File: config.mk
export PLATFORM = sky130hd
export DESIGN_NAME = burst_ctl
export DESIGN_NICKNAME = d
export VERILOG_FILES = /design/src/rtl/burst_pkg.sv /design/src/rtl/burst_cmp.sv /design/src/rtl/burst_tmr.sv /design/src/rtl/burst_fsm.sv /design/src/rtl/burst_ctl.sv
export SDC_FILE = /design/constraint.sdc
export NUM_CORES = 1
export LEC_CHECK = 0
export BUFFER_PORTS_ARGS = -buffer_cell sky130_fd_sc_hd__buf_2
export CAP_MARGIN = 5
export CORE_ASPECT_RATIO = 0.5
export CORE_MARGIN = 2
export CORE_UTILIZATION = 29
export CTS_CLUSTER_SIZE = 20
export DETAILED_ROUTE_END_ITERATION = 16
export PLACE_DENSITY = 0.59
export SLEW_MARGIN = 5
export SYNTH_ARGS = -nofsm -noshare
export SYNTH_HDL_FRONTEND = slang
export SYNTH_SLANG_ARGS = --single-unit
File: constraint.sdc
create_clock -name clk_i -period 2.4 [get_ports clk_i]
set_input_delay 0.48 -clock clk_i [delete_from_list [all_inputs] [get_ports clk_i]]
set_output_delay 0.48 -clock clk_i [all_outputs]
set_load 0.05 [all_outputs]
File: src/rtl/burst_pkg.sv
package burst_pkg;
  typedef enum logic [1:0] {
    ST_RUN    = 2'd0,
    ST_IDLE   = 2'd1,
    ST_PROBE  = 2'd2,
    ST_SETTLE = 2'd3
  } burst_st_e;
endpackage

File: src/rtl/burst_cmp.sv
module burst_cmp #(
  parameter int CW = 8
) (
  input  logic [CW-1:0] comp_code_i,
  input  logic [CW-1:0] thr_code_i,
  input  logic [CW-1:0] hyst_code_i,
  input  logic [CW-1:0] low_code_i,
  output logic          enter_o,
  output logic          wake_o
);
  localparam int SW = CW + 1;

  logic [SW-1:0] sum_w;
  logic [SW-1:0] thr_w;

  // widened sum: hysteresis above threshold never wraps
  assign sum_w   = {1'b0, comp_code_i} + {1'b0, hyst_code_i};
  assign thr_w   = {1'b0, thr_code_i};
  assign enter_o = sum_w < thr_w;
  assign wake_o  = comp_code_i > low_code_i;
endmodule

File: src/rtl/burst_tmr.sv
module burst_tmr #(
  parameter int PERIOD     = 62500,
  parameter int PROBE_LEN  = 4,
  parameter int SETTLE_LEN = 16
) (
  input  logic clk_i,
  input  logic rst_ni,
  input  logic hold_i,
  input  logic clr_i,
  output logic idle_done_o,
  output logic probe_done_o,
  output logic settle_done_o
);
  localparam int TW        = $clog2(PERIOD + 1);
  localparam int IDLE_LAST = PERIOD - 1;
  localparam int PRB_LAST  = PROBE_LEN - 1;
  localparam int STL_LAST  = PROBE_LEN + SETTLE_LEN - 1;

  logic [TW-1:0] tmr_q;

  always_ff @(posedge clk_i or negedge rst_ni) begin
    if (!rst_ni)                tmr_q <= '0;
    else if (hold_i || clr_i)   tmr_q <= '0;
    else                        tmr_q <= tmr_q + 1'b1;
  end

  assign idle_done_o   = tmr_q == TW'(IDLE_LAST);
  assign probe_done_o  = tmr_q == TW'(PRB_LAST);
  assign settle_done_o = tmr_q == TW'(STL_LAST);
endmodule

File: src/rtl/burst_fsm.sv
module burst_fsm
  import burst_pkg::*;
(
  input  logic clk_i,
  input  logic rst_ni,
  input  logic enter_i,
  input  logic wake_i,
  input  logic idle_done_i,
  input  logic probe_done_i,
  input  logic settle_done_i,
  output logic tmr_hold_o,
  output logic tmr_clr_o,
  output logic sw_en_o,
  output logic probe_o,
  output logic lp_o
);
  burst_st_e st_q, st_d;

  always_comb begin
    st_d = st_q;
    unique case (st_q)
      ST_RUN:    if (enter_i)       st_d = ST_IDLE;
      ST_IDLE:   if (idle_done_i)   st_d = ST_PROBE;
      ST_PROBE:  if (probe_done_i)  st_d = ST_SETTLE;
      ST_SETTLE: if (settle_done_i) st_d = wake_i ? ST_RUN : ST_IDLE;
      default:                      st_d = ST_RUN;
    endcase
  end

  always_ff @(posedge clk_i or negedge rst_ni) begin
    if (!rst_ni) st_q <= ST_RUN;
    else         st_q <= st_d;
  end

  // timer parked while switching, restarted at each probe start
  assign tmr_hold_o = st_q == ST_RUN;
  assign tmr_clr_o  = (st_q == ST_IDLE) && idle_done_i;

  assign sw_en_o = st_q == ST_RUN;
  assign probe_o = st_q == ST_PROBE;
  assign lp_o    = st_q == ST_IDLE;
endmodule

File: src/rtl/burst_ctl.sv
module burst_ctl #(
  parameter int CW         = 8,
  parameter int PERIOD     = 62500,
  parameter int PROBE_LEN  = 4,
  parameter int SETTLE_LEN = 16
) (
  input  logic          clk_i,
  input  logic          rst_ni,
  input  logic [CW-1:0] comp_code_i,
  input  logic [CW-1:0] thr_code_i,
  input  logic [CW-1:0] hyst_code_i,
  input  logic [CW-1:0] low_code_i,
  output logic          sw_en_o,
  output logic          probe_o,
  output logic          lp_o
);
  logic enter_w, wake_w;
  logic idle_done_w, probe_done_w, settle_done_w;
  logic tmr_hold_w, tmr_clr_w;

  burst_cmp #(.CW(CW)) u_cmp (
    .comp_code_i (comp_code_i),
    .thr_code_i  (thr_code_i),
    .hyst_code_i (hyst_code_i),
    .low_code_i  (low_code_i),
    .enter_o     (enter_w),
    .wake_o      (wake_w)
  );

  burst_tmr #(
    .PERIOD     (PERIOD),
    .PROBE_LEN  (PROBE_LEN),
    .SETTLE_LEN (SETTLE_LEN)
  ) u_tmr (
    .clk_i         (clk_i),
    .rst_ni        (rst_ni),
    .hold_i        (tmr_hold_w),
    .clr_i         (tmr_clr_w),
    .idle_done_o   (idle_done_w),
    .probe_done_o  (probe_done_w),
    .settle_done_o (settle_done_w)
  );

  burst_fsm u_fsm (
    .clk_i         (clk_i),
    .rst_ni        (rst_ni),
    .enter_i       (enter_w),
    .wake_i        (wake_w),
    .idle_done_i   (idle_done_w),
    .probe_done_i  (probe_done_w),
    .settle_done_i (settle_done_w),
    .tmr_hold_o    (tmr_hold_w),
    .tmr_clr_o     (tmr_clr_w),
    .sw_en_o       (sw_en_o),
    .probe_o       (probe_o),
    .lp_o          (lp_o)
  );
endmodule

==> out/summary.md <==
The count of nets left with antenna violations once routing finished came out at 0. The cell leakage power is 1.16 nW, and the fraction of synthesized cell area in xor and xnor cells is 8.80%. After Yosys synthesis, full adders, half adders and majority gates account for 21.9% of the synthesized area.

The power density of the placed cells is 407 mW/mm², and the global-route wire length before repair is 6.35 mm. A synthesized cell averages 8.95 µm². After detailed routing, the number of remaining DRC violations is 0. Counting flops with a built-in enable in the synthesized netlist gives 0. After clock tree synthesis, the clock-pin slew on the worst setup and hold paths is 0.05 ns.

The top cell type by area accounts for 26.6% of the synthesized area. The type of the tightest min-delay check was in2async. Sorting the synthesized cells by area gives the leading types as sky130_fd_sc_hd__dfrtp_1, sky130_fd_sc_hd__ha_1, sky130_fd_sc_hd__inv_1.

The tools report the initial antenna violation count as 0. The final-layout fill cell count is 573. In the synthesized netlist, the number of instances is 189. TritonCTS built the clock tree.

The measured slew at the worst slew-check pin works out to 0.412 ns. The fraction of layout instances using a drive strength above 1 was 32.8%; the worst clock skew was 0.00293 ns. The die is 112 µm wide. The initial standard-cell utilization of the core is 30.4%.

In this run the tightest slew margin relative to its limit is 72.5%. Buffers placed on the I/O ports in this run total 36. The post-DP HPWL is 3.04 mm, and the async set-or-reset flop fraction in the synthesized netlist is 100%.

The number of vias in the routed layout was 1520; the post-synthesis net count was 252. The flow ran to the end, but the final reports show violations. The synthesized netlist occupies a cell area of 0.00169 mm². Wires add up to 3.76 mm. The path type of the worst setup path is in2reg. Clock tree synthesis found a total of 18 sinks. By area, the combinational part of the netlist is dominated by adder cells.

The tools report the data arrival time of the critical path as 2.84 ns. The smallest hold slack is 0.154 ns. In the global route stage, overall resource usage came out at 11.7%. The logs give 3 for the total clock buffers created by CTS and 4 for the total iterations of the first detailed-routing run. In this run, flip-flops and latches consume 32.3% of the power.

The kind of end point of the critical path is a flip-flop. Leaving out fill and tap cells, the most frequent cells in the layout are sky130_fd_sc_hd__buf_2, sky130_fd_sc_hd__inv_1, sky130_fd_sc_hd__ha_1, sky130_fd_sc_hd__buf_4. Hold repair after CTS inserted 0 buffers.

The number of levels in the clock H-tree was 1. The net count of the finished layout is 314. The die covers 0.00650 mm².

The run gives 0.25 ns as the clock network latency to the later pin of the worst-skew pair. The logs give 0 for the antenna diode count and 0.00556 mm² for the core box area. After routing, the total negative slack on setup checks comes to -0.403 ns. The number of violations reported at the end of detailed-routing iteration 0 was 64; the multi-input gate area in the final layout was 0.00121 mm². Entering global routing, the biggest net connects 19 pins. The share of the Yosys chip area taken by registers is 26.6%. The number of register bits inferred by synthesis was 18; the routed length per instance was 11.6 µm.

For the finished layout, the period the worst path requires is 2.71 ns. Per report_power, the combinational group accounts for 28.4% of the total. The checks that failed: setup timing. Setup repair after global routing could not meet its margin everywhere. The total overflow left after global routing is 0. The dominant cell type by area after synthesis was sky130_fd_sc_hd__dfrtp_1. The tools report the maximum clock insertion buffer count as 2. Setup slack of the critical path after layout: -0.309 ns. The flip-flop and latch area was 450 µm²; the number of rows in the core area was 19.

The part of the total power dissipated in the clock network is 39.3%, and the switching power as a share of total power is 24.9%. The multiplexer fraction of the synthesized cell area is 1.33%. Dividing the detail-routed via count by the number of cells gives 4.71. Routability-driven placement finished with a final weighted congestion of 0.769. Clock tree root buffer cell: sky130_fd_sc_hd__clkbuf_16. The floorplan step set the die height to 58.0 µm. The run gives 0 as the max-slew violation count. The part of the cycle the worst path needs was 113%; the net load switching power was 0.000235 W. Post-placement setup slack: -0.650 ns. Of all nets on the critical path, the largest fanout is 2. The synthesis warning total is 0, and the synthesis-to-layout area growth is 36.7%. After Yosys synthesis, and, or, nand and nor cells account for 20.4% of the synthesized area. In the synthesized netlist the dominant register cell turns out to be sky130_fd_sc_hd__dfrtp_1.

Timing would allow up to 369 MHz. The run gives 2 as the number of failing setup endpoints in the final timing report. The tools report the via count of the first global-routing pass as 1467. The worst ir drop on vdd is 0.228 mV, and the required time of the critical path is 2.53 ns.

Summing the areas of all compound-gate instances in the mapped netlist gives 14.6% of the synthesized area. The worst setup path is launched from an input pin. The library cell used most frequently in the layout, excluding fill and tap cells, is sky130_fd_sc_hd__buf_2. 37 I/O pins were placed.

Cell internal power was estimated by the tool at 0.000707 W. Max-cap violations in this run came to 0. Hold violation total from the final report: 0. The count of distinct cell types in the synthesized netlist came out at 40.
-- cell families (layout without fill, tap and decap cells) --
kind of cell	count (synthesis)	in the layout
fa+ha+maj	29	29
buf+inv	28	89
simple gates	59	59
compound gates	36	36
mux	2	2
xor+xnor	17	17
flops	18	18
-- per-layer routing --
layer,vias up,routed length (µm),track usage (%)
met1,714,1720,14.1
met4,0,22,2.79
met2,14,1950,22.4
li1,790,-,-
met3,2,66,1.99
met5,-,0,0
-- area by class of cell --
cell class              count  area share (%)
clock buffers               4            3.84
inverters                  27            4.38
multi-input cells         143            52.4
flip-flops and latches     18            19.5
well taps                  73            3.95
repair buffers             58            15.9
-- sequential cells by signal, indices dropped and copies added, names as in the netlist --
signal       flops
u_tmr.tmr_q     16
u_fsm.st_q       2
-- cell usage after synthesis (2+ instances only) --
cell,n
sky130_fd_sc_hd__or2_2,2
sky130_fd_sc_hd__or3_1,4
sky130_fd_sc_hd__a21o_1,2
sky130_fd_sc_hd__xor2_1,6
sky130_fd_sc_hd__dfrtp_1,18
sky130_fd_sc_hd__a211oi_1,2
sky130_fd_sc_hd__xnor2_1,11
sky130_fd_sc_hd__nand4_1,4
sky130_fd_sc_hd__nand3_1,3
sky130_fd_sc_hd__nor3_1,4
sky130_fd_sc_hd__inv_1,27
sky130_fd_sc_hd__nor2_1,18
sky130_fd_sc_hd__o21ai_0,9
sky130_fd_sc_hd__ha_1,28
sky130_fd_sc_hd__nand2_1,9
sky130_fd_sc_hd__o21a_1,4
sky130_fd_sc_hd__o211ai_1,2
sky130_fd_sc_hd__nor2b_1,4
sky130_fd_sc_hd__a21oi_1,5
sky130_fd_sc_hd__o311a_1,2
sky130_fd_sc_hd__and4_1,4
sky130_fd_sc_hd__a31oi_1,3
-- through the flow --
stage                     instances  power [W]  util [%]  cell area [µm²]
final                           323   0.000942      41.6             2310
after global routing            323    0.00101      41.6             2310
after CTS                       323   0.000945      41.2             2290
after detailed placement        316   0.000550      38.4             2140
after global placement          316   0.000545      38.4             2140
after floorplan                 189   0.000449         -             1730
-- critical path: stages --
cell                       delay [ns]
sky130_fd_sc_hd__buf_8           0.10
sky130_fd_sc_hd__ha_4            0.15
sky130_fd_sc_hd__buf_4           0.12
sky130_fd_sc_hd__a21o_1          0.17
sky130_fd_sc_hd__a21oi_2         0.17
sky130_fd_sc_hd__o21ai_2         0.09
sky130_fd_sc_hd__o41ai_2         0.24
sky130_fd_sc_hd__xnor2_1         0.13
sky130_fd_sc_hd__ha_2            0.19
sky130_fd_sc_hd__a211o_1         0.22
sky130_fd_sc_hd__a31o_2          0.21
sky130_fd_sc_hd__o21ai_1         0.12
sky130_fd_sc_hd__o211ai_1        0.13
sky130_fd_sc_hd__mux2_1          0.33
-- power groups by stage --
stage          logic [W]  clock network (W)  registers (W)
4_1_cts         0.000265           0.000377       0.000304
2_1_floorplan   0.000140                  0       0.000309
3_5_place_dp    0.000241                  0       0.000309
5_1_grt         0.000306           0.000397       0.000303
3_3_place_gp    0.000236                  0       0.000309
6_report        0.000267           0.000370       0.000304
-- worst paths after layout --
path,depth (start not counted),slack (ns),from,endpoint
worst max-delay path,14,-0.31,hyst_code_i[0],u_fsm.st_q[1]
worst min-delay path,1,0.15,rst_ni,u_tmr.tmr_q[7]
worst max register to register,6,0.37,u_tmr.tmr_q[0],u_fsm.st_q[1]
worst min register to register,1,0.46,u_tmr.tmr_q[0],u_tmr.tmr_q[0]
max in group asynchronous,1,1.95,rst_ni,u_tmr.tmr_q[15]
min in group clk_i,1,0.46,u_tmr.tmr_q[0],u_tmr.tmr_q[0]
-- repair_timing --
action | in CTS | in global routing
setup buffers | 3 | 0
resized for setup | 9 | 3
endpoints found under the hold margin | 0 | 0
setup endpoints to repair | 2 | 2
pin swaps | 10 | 8
cloned | 0 | 0
Note: power is estimated with default switching activity, not from simulation.
